`config.mk`:
```
export PLATFORM = sky130hd
export DESIGN_NAME = clk_src_selector
export DESIGN_NICKNAME = d
export VERILOG_FILES = /design/src/rtl/csel_pkg.sv /design/src/rtl/csel_sync.sv /design/src/rtl/csel_qual.sv /design/src/rtl/csel_policy.sv /design/src/rtl/csel_status.sv /design/src/rtl/clk_src_selector.sv
export SDC_FILE = /design/constraint.sdc
export NUM_CORES = 1
export LEC_CHECK = 0
export ABC_CLOCK_PERIOD_IN_PS = 1800
export BUFFER_PORTS_ARGS = -buffer_cell sky130_fd_sc_hd__clkbuf_2
export CORE_UTILIZATION = 53
export DETAILED_ROUTE_END_ITERATION = 8
export GPL_TIMING_DRIVEN = 0
export PLACE_DENSITY = 0.76
export SETUP_SLACK_MARGIN = 0.05
export SLEW_MARGIN = 25
export SYNTH_ARGS = -nofsm -noshare
export SYNTH_HDL_FRONTEND = slang
export SYNTH_HIERARCHICAL = 1
export SYNTH_SLANG_ARGS = --single-unit
```
`constraint.sdc`:
```
create_clock -name clk -period 1.8 [get_ports clk]
set_input_delay 0.09 -clock clk [delete_from_list [all_inputs] [get_ports clk]]
set_output_delay 0.09 -clock clk [all_outputs]
set_load 0.02 [all_outputs]
```
`src/rtl/csel_pkg.sv`:
```
package csel_pkg;

  typedef enum logic {
    ST_IDLE = 1'b0,
    ST_RUN  = 1'b1
  } csel_state_e;

  // pick result: found flag and chosen index
  typedef struct packed {
    logic found;
    logic idx;
  } csel_pick_t;

  function automatic logic csel_usable(input logic pres, input logic amp);
    return pres & amp;
  endfunction

  // Keep the current index when usable, else fall to the other one
  function automatic csel_pick_t csel_pick(input logic [1:0] usable, input logic cur);
    csel_pick_t r;
    if (usable[cur]) begin
      r.found = 1'b1;
      r.idx   = cur;
    end else if (usable[~cur]) begin
      r.found = 1'b1;
      r.idx   = ~cur;
    end else begin
      r.found = 1'b0;
      r.idx   = cur;
    end
    return r;
  endfunction

endpackage

```
`src/rtl/csel_sync.sv`:
```
module csel_sync #(
  parameter int STAGES = 2,
  parameter int W      = 2
) (
  input  logic         clk,
  input  logic         rst_n,
  input  logic [W-1:0] d,
  output logic [W-1:0] q
);
  logic [W-1:0] stage [STAGES];

  always_ff @(posedge clk or negedge rst_n) begin
    if (!rst_n) stage[0] <= '0;
    else        stage[0] <= d;
  end

  for (genvar s = 1; s < STAGES; s++) begin : g_stage
    always_ff @(posedge clk or negedge rst_n) begin
      if (!rst_n) stage[s] <= '0;
      else        stage[s] <= stage[s-1];
    end
  end

  assign q = stage[STAGES-1];
endmodule

```
`src/rtl/csel_qual.sv`:
```
module csel_qual #(
  parameter int QUAL_W = 8,
  parameter int W      = 2
) (
  input  logic              clk,
  input  logic              rst_n,
  input  logic [QUAL_W-1:0] limit,
  input  logic [W-1:0]      d,
  output logic [W-1:0]      q,
  output logic              accept_evt
);
  logic [QUAL_W-1:0] cnt;
  logic [W-1:0]      d_prev;
  logic              differs;
  logic              moved;

  assign differs    = (d != q);
  assign moved      = (d != d_prev);
  assign accept_evt = differs && !moved && (cnt >= limit);

  always_ff @(posedge clk or negedge rst_n) begin
    if (!rst_n) begin
      q      <= '0;
      d_prev <= '0;
      cnt    <= '0;
    end else begin
      d_prev <= d;
      if (!differs || moved) begin
        cnt <= '0;
      end else if (accept_evt) begin
        q   <= d;
        cnt <= '0;
      end else begin
        cnt <= cnt + 1'b1;
      end
    end
  end
endmodule

```
`src/rtl/csel_policy.sv`:
```
module csel_policy
  import csel_pkg::*;
(
  input  logic       clk,
  input  logic       rst_n,
  input  logic [1:0] usable,
  output logic       sel,
  output logic       running,
  output logic       fail_evt,
  output logic       fail_src
);
  csel_state_e state_q;
  csel_pick_t  pick;

  assign pick     = csel_pick(usable, sel);
  assign fail_evt = (state_q == ST_RUN) && !usable[sel];
  assign fail_src = sel;
  assign running  = (state_q == ST_RUN);

  always_ff @(posedge clk or negedge rst_n) begin
    if (!rst_n) begin
      state_q <= ST_IDLE;
      sel     <= 1'b0;
    end else begin
      case (state_q)
        ST_RUN: begin
          if (fail_evt) begin
            sel     <= pick.idx;
            state_q <= pick.found ? ST_RUN : ST_IDLE;
          end
        end
        default: begin
          if (pick.found) begin
            sel     <= pick.idx;
            state_q <= ST_RUN;
          end
        end
      endcase
    end
  end
endmodule

```
`src/rtl/csel_status.sv`:
```
module csel_status (
  input  logic       clk,
  input  logic       rst_n,
  input  logic       fail_evt,
  input  logic       fail_src,
  input  logic       clear,
  input  logic [1:0] pres_q,
  input  logic [1:0] amp_q,
  output logic       alarm_valid,
  output logic       alarm_src,
  output logic [1:0] led_green,
  output logic [1:0] led_yellow
);
  always_ff @(posedge clk or negedge rst_n) begin
    if (!rst_n) begin
      alarm_valid <= 1'b0;
      alarm_src   <= 1'b0;
    end else if (fail_evt) begin
      alarm_valid <= 1'b1;
      alarm_src   <= fail_src;
    end else if (clear) begin
      alarm_valid <= 1'b0;
    end
  end

  for (genvar i = 0; i < 2; i++) begin : g_led
    assign led_green[i]  = pres_q[i] & amp_q[i];
    assign led_yellow[i] = pres_q[i] & ~amp_q[i];
  end
endmodule

```
`src/rtl/clk_src_selector.sv`:
```
module clk_src_selector
  import csel_pkg::*;
#(
  parameter int SYNC_STAGES = 2,
  parameter int QUAL_W      = 8
) (
  input  logic              clk,
  input  logic              rst_n,
  input  logic [1:0]        osc_present,
  input  logic [1:0]        osc_amp_ok,
  input  logic [QUAL_W-1:0] qual_cycles,
  input  logic              alarm_clear,
  output logic              mux_sel,
  output logic              no_clock,
  output logic              alarm_valid,
  output logic              alarm_src,
  output logic [1:0]        led_green,
  output logic [1:0]        led_yellow
);
  localparam int NSRC = 2;
  localparam int PW   = 2;

  logic [NSRC-1:0] pres_q, amp_q, usable, accept_evt;
  logic            running, fail_evt, fail_src;

  for (genvar i = 0; i < NSRC; i++) begin : g_src
    logic [PW-1:0] raw_pair, sync_pair, qual_pair;
    assign raw_pair = {osc_present[i], osc_amp_ok[i]};

    csel_sync #(.STAGES(SYNC_STAGES), .W(PW)) u_sync (
      .clk(clk), .rst_n(rst_n), .d(raw_pair), .q(sync_pair)
    );

    csel_qual #(.QUAL_W(QUAL_W), .W(PW)) u_qual (
      .clk(clk), .rst_n(rst_n), .limit(qual_cycles),
      .d(sync_pair), .q(qual_pair), .accept_evt(accept_evt[i])
    );

    assign pres_q[i] = qual_pair[1];
    assign amp_q[i]  = qual_pair[0];
    assign usable[i] = csel_usable(qual_pair[1], qual_pair[0]);
  end

  csel_policy u_policy (
    .clk(clk), .rst_n(rst_n), .usable(usable),
    .sel(mux_sel), .running(running),
    .fail_evt(fail_evt), .fail_src(fail_src)
  );

  assign no_clock = !running;

  csel_status u_status (
    .clk(clk), .rst_n(rst_n), .fail_evt(fail_evt), .fail_src(fail_src),
    .clear(alarm_clear), .pres_q(pres_q), .amp_q(amp_q),
    .alarm_valid(alarm_valid), .alarm_src(alarm_src),
    .led_green(led_green), .led_yellow(led_yellow)
  );
endmodule

```
* Word-level counts from Yosys, hierarchy flattened
Cells that the tools add are included.
Storage, ports and cells: register bits after elaboration 36, logic and storage cells 70, output and inout bits 8, input port bits 15
Cells by class: magnitude comparators 4, reductions and logical operators 18, add/sub/neg operators 2, mux-type cells 18, equal/unequal tests 5, bitwise logic cells 9
Operators by type and width (number):
- $mux W8 | 4
- $add A8 B1 Y8 const B | 2
- $ge A8 B8 Y1 | 2
- $mux W1 | 12
- $ne A2 B2 Y1 | 4
- $logic_not A1 Y1 | 6
- $reduce_and A2 Y1 | 3
- $logic_and A1 B1 Y1 | 5
- $not A1 Y1 | 5
- $and A1 B1 Y1 | 4
- $lt A1 B2 Y1 const B | 2
- $mux W2 | 2
- $reduce_bool A2 Y1 | 2
- $logic_or A1 B1 Y1 | 2
- $ne A2 B2 Y1 const B | 1

* Longest topological paths before layout
Gate-level depths: netlist of the first run.
word-level depth 8, gate-level depth with buffers 6, depth with buffers taken out 6

* Hierarchy
Netlist of the first run, hierarchy kept.
By module, submodules not included:
- csel_qual | area an instance 859.6 um^2, sequential area each 300.3 um^2, cells an instance 76, times used 2
- csel_sync | area an instance 115.1 um^2, sequential area each 100.1 um^2, cells an instance 6, times used 2
- csel_status | area an instance 102.6 um^2, sequential area each 50.0 um^2, cells an instance 9, times used 1
- csel_policy | area an instance 92.6 um^2, sequential area each 50.0 um^2, cells an instance 8, times used 1
- clk_src_selector | area an instance 16.3 um^2, sequential area each 0.0 um^2, cells an instance 3, times used 1

* Least setup slack after synthesis of the first run
No wires, ideal clock.
path type register to register, start register g_src[0].u_qual.cnt[2], end register g_src[0].u_qual.q[0], slack 107 ps, stages on the path, launching flop included 6, library setup time 140 ps, arrival 1553 ps, required time 1660 ps, path buffers 0, clock period less this slack 1693 ps, cell sequence dfrtp_1 ha_1 a211o_1 a31oi_4 o211a_1 o311ai_2
On the way: longest elaborated chain between the ends 3
Ends and longest elaborated chain:
- from (decl) | RTL line csel_qual.sv:12 | logic [QUAL_W-1:0] cnt;
- from (signal assigned) | RTL line csel_qual.sv:34 | cnt <= cnt + 1'b1;
- $ge A8 B8 Y1 | RTL line csel_qual.sv:19 | assign accept_evt = differs && !moved && (cnt >= limit);
- $logic_and A1 B1 Y1 | RTL line csel_qual.sv:19
- $reduce_and A2 Y1 (no source line)
- to (signal assigned) | RTL line csel_qual.sv:23 | q <= '0;
- to (signal assigned) | RTL line csel_qual.sv:31 | q <= d;
- to (decl) | RTL line csel_qual.sv:9 | output logic [W-1:0] q,
Every way passes these cells. A chain may end at the register's enable or synchronous reset.

* Final worst setup path of the first run
start register g_src[1].u_qual.cnt[2], end register g_src[1].u_qual.cnt[3]
On the way: longest elaborated chain between the ends 4, elaborated cells between the ends (all ways) 5, classes of those cells 1 x add/sub; 1 x order compare; 2 x mux; 1 x reduce/logical
Ends and longest elaborated chain:
- from (decl) | RTL line csel_qual.sv:12
- from (signal assigned) | RTL line csel_qual.sv:34
- $ge A8 B8 Y1 | RTL line csel_qual.sv:19
- $logic_and A1 B1 Y1 | RTL line csel_qual.sv:19
- $mux W8 * | RTL line csel_qual.sv:30 | end else if (accept_evt) begin
- $mux W8 * | RTL line csel_qual.sv:28 | if (!differs || moved) begin
Mark *: on every way between the ends. The rest lies on a longest branch, timed or not.

==> results of run 1 <==
-- tightest hold or removal path: cells and delay by family --
kind,cells,cell delay (ns)
AOI/OAI and AO/OA,1,0.10
buffers and inverters,2,0.12
-- layout make-up --
cell class                 instances  area [sq um]
tap                               48          60.1
fill                             271          1190
multi-input combinational        112          1160
timing repair buffer              32           198
buffer                             7          47.5
inverter                          27           101
clock buffer                       5          68.8
sequential                        36           907
clock inverter                     3          42.5
-- sequential cells by signal, summed over array words and instances, names as in the netlist --
| name | cells |
|---|---|
| u_status/alarm_valid | 1 |
| g_src.u_sync/stage | 4 |
| g_src.u_qual/q | 4 |
| u_policy/running | 1 |
| u_status/alarm_src | 1 |
| g_src.u_qual/cnt | 16 |
| g_src.u_qual/d_prev | 4 |
| u_policy/fail_src | 1 |
| g_src.u_sync/q | 4 |
-- per-layer routing --
metal | wire length (um) | GRT usage [%] | vias up
li1 | - | - | 710
met1 | 1790 | 25.4 | 722
met2 | 2080 | 37.1 | 25
met3 | 169 | 6.60 | 5
met4 | 38 | 5.98 | 0
met5 | 0 | 0 | -
-- through the flow --
| step | util [%] | cells | area [sq um] | TNS (ns) |
|---|---|---|---|---|
| 2_1_floorplan | - | 182 | 2150 | 0 |
| 3_3_place_gp | 61.6 | 252 | 2320 | 0 |
| 3_5_place_dp | 61.6 | 252 | 2320 | -0.0397 |
| 4_1_cts | 67.2 | 268 | 2530 | 0 |
| 5_1_grt | 68.5 | 270 | 2580 | 0 |
| 6_report | 68.5 | 270 | 2580 | 0 |
-- power breakdown --
part / internal, W / switching [W]
Sequential: 0.000864 / 0.0000427
Combinational: 0.000178 / 0.000201
Clock: 0.000410 / 0.000302
-- final timing paths --
kind | cells after the start | startpoint | to | slack [ns]
max | 5 | g_src[1].u_qual/cnt[2] | g_src[1].u_qual/cnt[3] | 0.11
max reg2reg | 5 | g_src[1].u_qual/cnt[2] | g_src[1].u_qual/cnt[3] | 0.11
min in group asynchronous | 2 | rst_n | u_policy/fail_src | 0.46
min reg2reg | 0 | g_src[0].u_sync/stage[3] | g_src[0].u_sync/q[1] | 0.35
min | 3 | alarm_clear | u_status/alarm_valid | 0.05
max in group asynchronous | 2 | rst_n | g_src[0].u_qual/cnt[5] | 0.73
-- what timing repair did --
item,CTS,global route
hold buffers,5,0
buffers inserted,3,2
gates cloned,0,0
hold endpoints to repair,40,0
setup endpoints to repair,20,17
resized for setup,4,7
pin swaps,4,8
==> impl_metrics.py, run 1 <==
metrics = {
    "final_layout": {
        "area_growth_syn_to_layout_pct": 20.0,
        "insertedDiodeCount": 0,
        "final_common_cell": "dfrtp_1",
        "fin_nets": 254,
        "final_cell_mix": "dfrtp_1 (31), inv_1 (27), clkbuf_2 (22), nor3_2 (16), xor2_1 (14)",
        "drive_gt1_share_pct": 39.6,
    },
    "clock_tree": {
        "cts_tree": "built",
        "path_clk_slew_ns": 0.08,
        "clkLatencyLatePin_ns": 0.29,
        "clock-sinks": 36,
        "cts-root-buf": "clkbuf_8",
        "clockBufferDepth": 2,
        "htreeDepth": 2,
        "tritoncts.num_buffers": 5,
    },
    "synth": {
        "syn_area_sq_mm": 0.00215,
        "avgSynthCellArea_sq_um": 11.8,
        "ys_warn_count": 6,
        "syn_inst": 182,
        "synth_fp_nets": 215,
    },
    "detailed_routing": {
        "postRouteAntennaNets": 0,
        "num_vias": 1462,
        "routedWlPerCell_um": 15.1,
        "drt_wl_total_mm": 4.07,
        "dr.pass1.iters": 4,
        "first_iter_violations": 63,
        "drc": 0,
        "viasPerCell": 5.41,
    },
    "global_routing": {
        "grt.total_usage_pct": 21.5,
        "antenna_found_initial": 0,
        "overflow": 0,
        "grt_max_degree": 37,
        "grt_pass1_vias": 1538,
        "grt_pass1_wl_mm": 6.85,
    },
    "floorplan": {
        "num_io_pins": 23,
        "die_h_um": 65.7,
        "start_util_pct": 57.1,
        "num_rows": 22,
        "core-area_sq_mm": 0.00377,
        "dieArea_sq_mm": 0.00432,
        "die_width_um": 65.7,
    },
    "timing": {
        "finClkSkew_ns": 0.00494,
        "hold_violations": 0,
        "min_period_ns": 1.69,
        "fmaxAchievable_mhz": 592,
        "setup_violations": 0,
        "tightest_slew_ns": 0.903,
        "maxSlewHeadroom_pct": 39.8,
        "rsz0062_at_grt": "false",
        "finalMaxSlewViolations": 0,
        "hold_slack_ns": 0.0496,
        "timing.final.ws_setup_ns": 0.111,
        "fin_crit_sh_pct": 93.8,
    },
    "power": {
        "p_leak_nw": 1.22,
        "power.density_mw_per_mm2": 773,
        "total_power_w": 0.00200,
        "vdd_ir_drop_max_mv": 0.422,
    },
    "worst_setup_path": {
        "path_delay_family": "compound AO/OA/AOI/OAI gates",
        "start_kind": "flop",
        "end_kind": "flop",
        "path_cells": "ha_4, a211o_1, a31oi_4, o211ai_4, nor3_2",
        "path_max_fanout": 8,
        "slowest_delay_ns": 0.45,
        "worst-setup-path-type": "flop to flop",
        "cpMaxStageDelayCell": "dfrtp_2",
        "required_ns": 2.02,
        "crit_buf_inv": 0,
        "worst_ep_arrival_time_ns": 1.91,
    },
    "hold_path": {
        "min_path_type": "input pin to flop",
    },
    "placed_design": {
        "gp_congestion": 0.804,
        "port_buffers": 22,
        "dp_hpwl_mm": 2.83,
        "pre_cts_ws_ns": -0.0212,
    },
    "job": {
        "drv_cap": 0,
    },
    "run_status": {
        "status": "finished, final reports clean",
    },
}
Note: power is estimated with default switching activity, not from simulation.
==> run 2: changes to the inputs <==
--- a/config.mk
+++ b/config.mk
@@ -7,13 +7,12 @@
 export LEC_CHECK = 0
 export ABC_CLOCK_PERIOD_IN_PS = 1800
 export BUFFER_PORTS_ARGS = -buffer_cell sky130_fd_sc_hd__clkbuf_2
-export CORE_UTILIZATION = 53
+export CORE_UTILIZATION = 52
 export DETAILED_ROUTE_END_ITERATION = 8
 export GPL_TIMING_DRIVEN = 0
-export PLACE_DENSITY = 0.76
+export PLACE_DENSITY = 0.75
 export SETUP_SLACK_MARGIN = 0.05
 export SLEW_MARGIN = 25
 export SYNTH_ARGS = -nofsm -noshare
 export SYNTH_HDL_FRONTEND = slang
-export SYNTH_HIERARCHICAL = 1
 export SYNTH_SLANG_ARGS = --single-unit
==> run 2 against run 1 <==
- die area fell by 3.9%
- critical path depth increased by 1
- non-clock buffer count shrank 5
- largest cell class unchanged
- utilization is 1.4 points lower
- via count fell by 2.7%
- global-route usage is 1.2 points lower
- critical endpoint is now g_src[1].u_qual.cnt[7]
- highest routed layer unchanged
- final cell count is 3.3% lower
- clock skew grew 0.0024 ns
- synthesized cell count down 4.9%
- sequential share of layout area is 1.4 points higher
- largest power group unchanged
==> impl_metrics.py, run 2 <==
metrics = {
    "run_status": {
        "status": "finished, final reports clean",
    },
    "synth": {
        "async_reset_ff_share_pct": 100,
        "synthFlopType": "dfrtp_1",
        "seq_area_frac_synth_pct": 44.4,
        "synth_edf_count": 0,
        "yosysTopAreaCell": "dfrtp_1",
        "syn_inst": 173,
        "synth_area_leaders": "dfrtp_1 (44%), ha_1 (11%), nor3_2 (7.9%)",
        "yosys_register_bits": 36,
        "syn_area_sq_mm": 0.00203,
        "ys_top_cells_by_count": "dfrtp_1 (36), inv_1 (21), ha_1 (18)",
        "synth_cell_types": 26,
        "avgSynthCellArea_sq_um": 11.7,
        "synth_fp_nets": 206,
        "ys_warn_count": 0,
        "netlist.area_leader.share_pct": 44.4,
        "yosysMostFrequentCell": "dfrtp_1",
    },
    "worst_setup_path": {
        "path_max_fanout": 8,
        "crit_buf_inv": 1,
        "path_delay_family": "compound AO/OA/AOI/OAI gates",
        "worst-setup-path-type": "flop to flop",
        "required_ns": 2.01,
        "reg2reg_slack_ns": 0.12,
        "path_cells": "ha_4, a211o_1, a31oi_4, o211ai_4, buf_12, nor3_2",
        "cpMaxStageDelayCell": "dfrtp_1",
        "worst_ep_arrival_time_ns": 1.89,
        "start_kind": "flop",
        "slowest_delay_ns": 0.42,
        "end_kind": "flop",
    },
    "floorplan": {
        "num_rows": 22,
        "core-area_sq_mm": 0.00369,
        "die_width_um": 64.4,
        "start_util_pct": 55.0,
        "dieArea_sq_mm": 0.00415,
        "num_io_pins": 23,
        "die_h_um": 64.4,
    },
    "final_layout": {
        "drive_gt1_share_pct": 31.9,
        "insertedDiodeCount": 0,
        "final_common_cell": "dfrtp_1",
        "largest_reg_flops": 16,
        "fin_nets": 245,
        "fin_area_sq_mm": 0.00248,
        "final_cell_mix": "dfrtp_1 (33), clkbuf_2 (22), inv_1 (21), nor3_2 (16), xor2_1 (14)",
        "fin_util_pct": 67.1,
        "instances_no_fill": 261,
        "area_growth_syn_to_layout_pct": 22.2,
        "regMostFlops": "g_src.u_qual.cnt",
    },
    "power": {
        "total_power_w": 0.00169,
        "power.density_mw_per_mm2": 682,
        "vdd_ir_drop_max_mv": 0.648,
        "p_leak_nw": 1.13,
    },
    "detailed_routing": {
        "postRouteAntennaNets": 0,
        "drt_wl_total_mm": 3.81,
        "routedWlPerCell_um": 14.6,
        "viasPerCell": 5.45,
        "first_iter_violations": 28,
        "dr.pass1.iters": 4,
        "drc": 0,
        "num_vias": 1422,
    },
    "placed_design": {
        "placed_cell_area_sq_mm": 0.00220,
        "port_buffers": 22,
        "dp.cells": 243,
        "gp_congestion": 0.751,
        "dp_hpwl_mm": 2.67,
    },
    "timing": {
        "maxSlewHeadroom_pct": 41.7,
        "tns_ns": 0,
        "tightest_slew_ns": 0.875,
        "finClkSkew_ns": 0.00730,
        "finalMaxSlewViolations": 0,
        "rsz0062_at_grt": "false",
        "min_period_ns": 1.68,
        "setup_violations": 0,
        "fin_crit_sh_pct": 93.2,
        "hold_violations": 0,
        "fmaxAchievable_mhz": 596,
    },
    "clock_tree": {
        "path_clk_slew_ns": 0.07,
        "clockBufferDepth": 2,
        "clock-sinks": 36,
        "tritoncts.num_buffers": 5,
        "cts_tree": "built",
        "htreeDepth": 2,
        "cts-root-buf": "clkbuf_8",
        "clkLatencyLatePin_ns": 0.29,
    },
    "global_routing": {
        "grt_max_degree": 37,
        "grt_pass1_wl_mm": 6.34,
        "grt_pass1_vias": 1489,
        "antenna_found_initial": 0,
        "grt.total_usage_pct": 20.3,
        "overflow": 0,
    },
    "job": {
        "drv_cap": 0,
    },
    "hold_path": {
        "min_path_type": "flop to flop",
    },
}
## run 2: metrics by stage
step | hold WS [ns] | worst slack (ns)
6_report | 0.349 | 0.122
5_1_grt | 0.367 | 0.0389
4_1_cts | 0.352 | 0.0447
3_5_place_dp | 0.204 | 0.0198
3_3_place_gp | 0.200 | 0.0749
2_1_floorplan | -0.206 | 0.147
## run 2: what timing repair did
action                                 in CTS  in global routing
gates cloned                                0                  0
setup buffers                               1                  3
setup endpoints to repair                  18                 19
gates resized for setup                     2                  8
hold buffers                                6                  0
pin swaps                                   2                  4
endpoints found under the hold margin      41                  0
## run 2: final timing paths
path,depth (start not counted),end,startpoint
max,6,g_src[1].u_qual.cnt[7],g_src[1].u_qual.cnt[2]
min,0,g_src[1].u_sync.q[1],g_src[1].u_sync.stage[3]
max reg2reg,6,g_src[1].u_qual.cnt[7],g_src[1].u_qual.cnt[2]
min reg2reg,0,g_src[1].u_sync.q[1],g_src[1].u_sync.stage[3]
max in group asynchronous,2,g_src[0].u_qual.cnt[0],rst_n
min in group asynchronous,2,g_src[0].u_qual.q[1],rst_n
## run 2: logic make-up (layout without fill, tap and decap cells)
| group | Yosys count | count (layout) | synth area share [%] |
|---|---|---|---|
| AND/OR/NAND/NOR | 45 | 45 | 15.4 |
| flip-flops | 36 | 36 | 44.4 |
| AO/OA/AOI/OAI | 31 | 31 | 15.9 |
| buffers and inverters | 23 | 63 | 4.51 |
| XOR/XNOR | 20 | 20 | 8.64 |
| adder cells (fa/ha/maj) | 18 | 18 | 11.1 |
## run 2: report_power, final
| group | switching (W) | internal [W] | leakage (nW) | total [W] |
|---|---|---|---|---|
| clock | 0.000280 | 0.000312 | 0.0455 | 0.000592 |
| combinational | 0.000128 | 0.0000896 | 0.642 | 0.000217 |
| sequential | 0.0000373 | 0.000841 | 0.441 | 0.000878 |
| total | 0.000445 | 0.00124 | 1.13 | 0.00169 |
## run 2: cell type report
cell class / instances / area, sq um
multi-input cells: 114 / 1120
repair buffers: 32 / 213
inverters: 21 / 78.8
fillers: 295 / 1210
plain buffers: 2 / 12.5
clock buffers: 8 / 90.1
well taps: 48 / 60.1
flip-flops and latches: 36 / 905
## run 2: metal layers
layer | track usage, % | share of wire [%]
met5 | 0 | 0
met4 | 5.83 | 1.1
met3 | 4.93 | 3.2
met2 | 36.6 | 51
met1 | 23.7 | 44
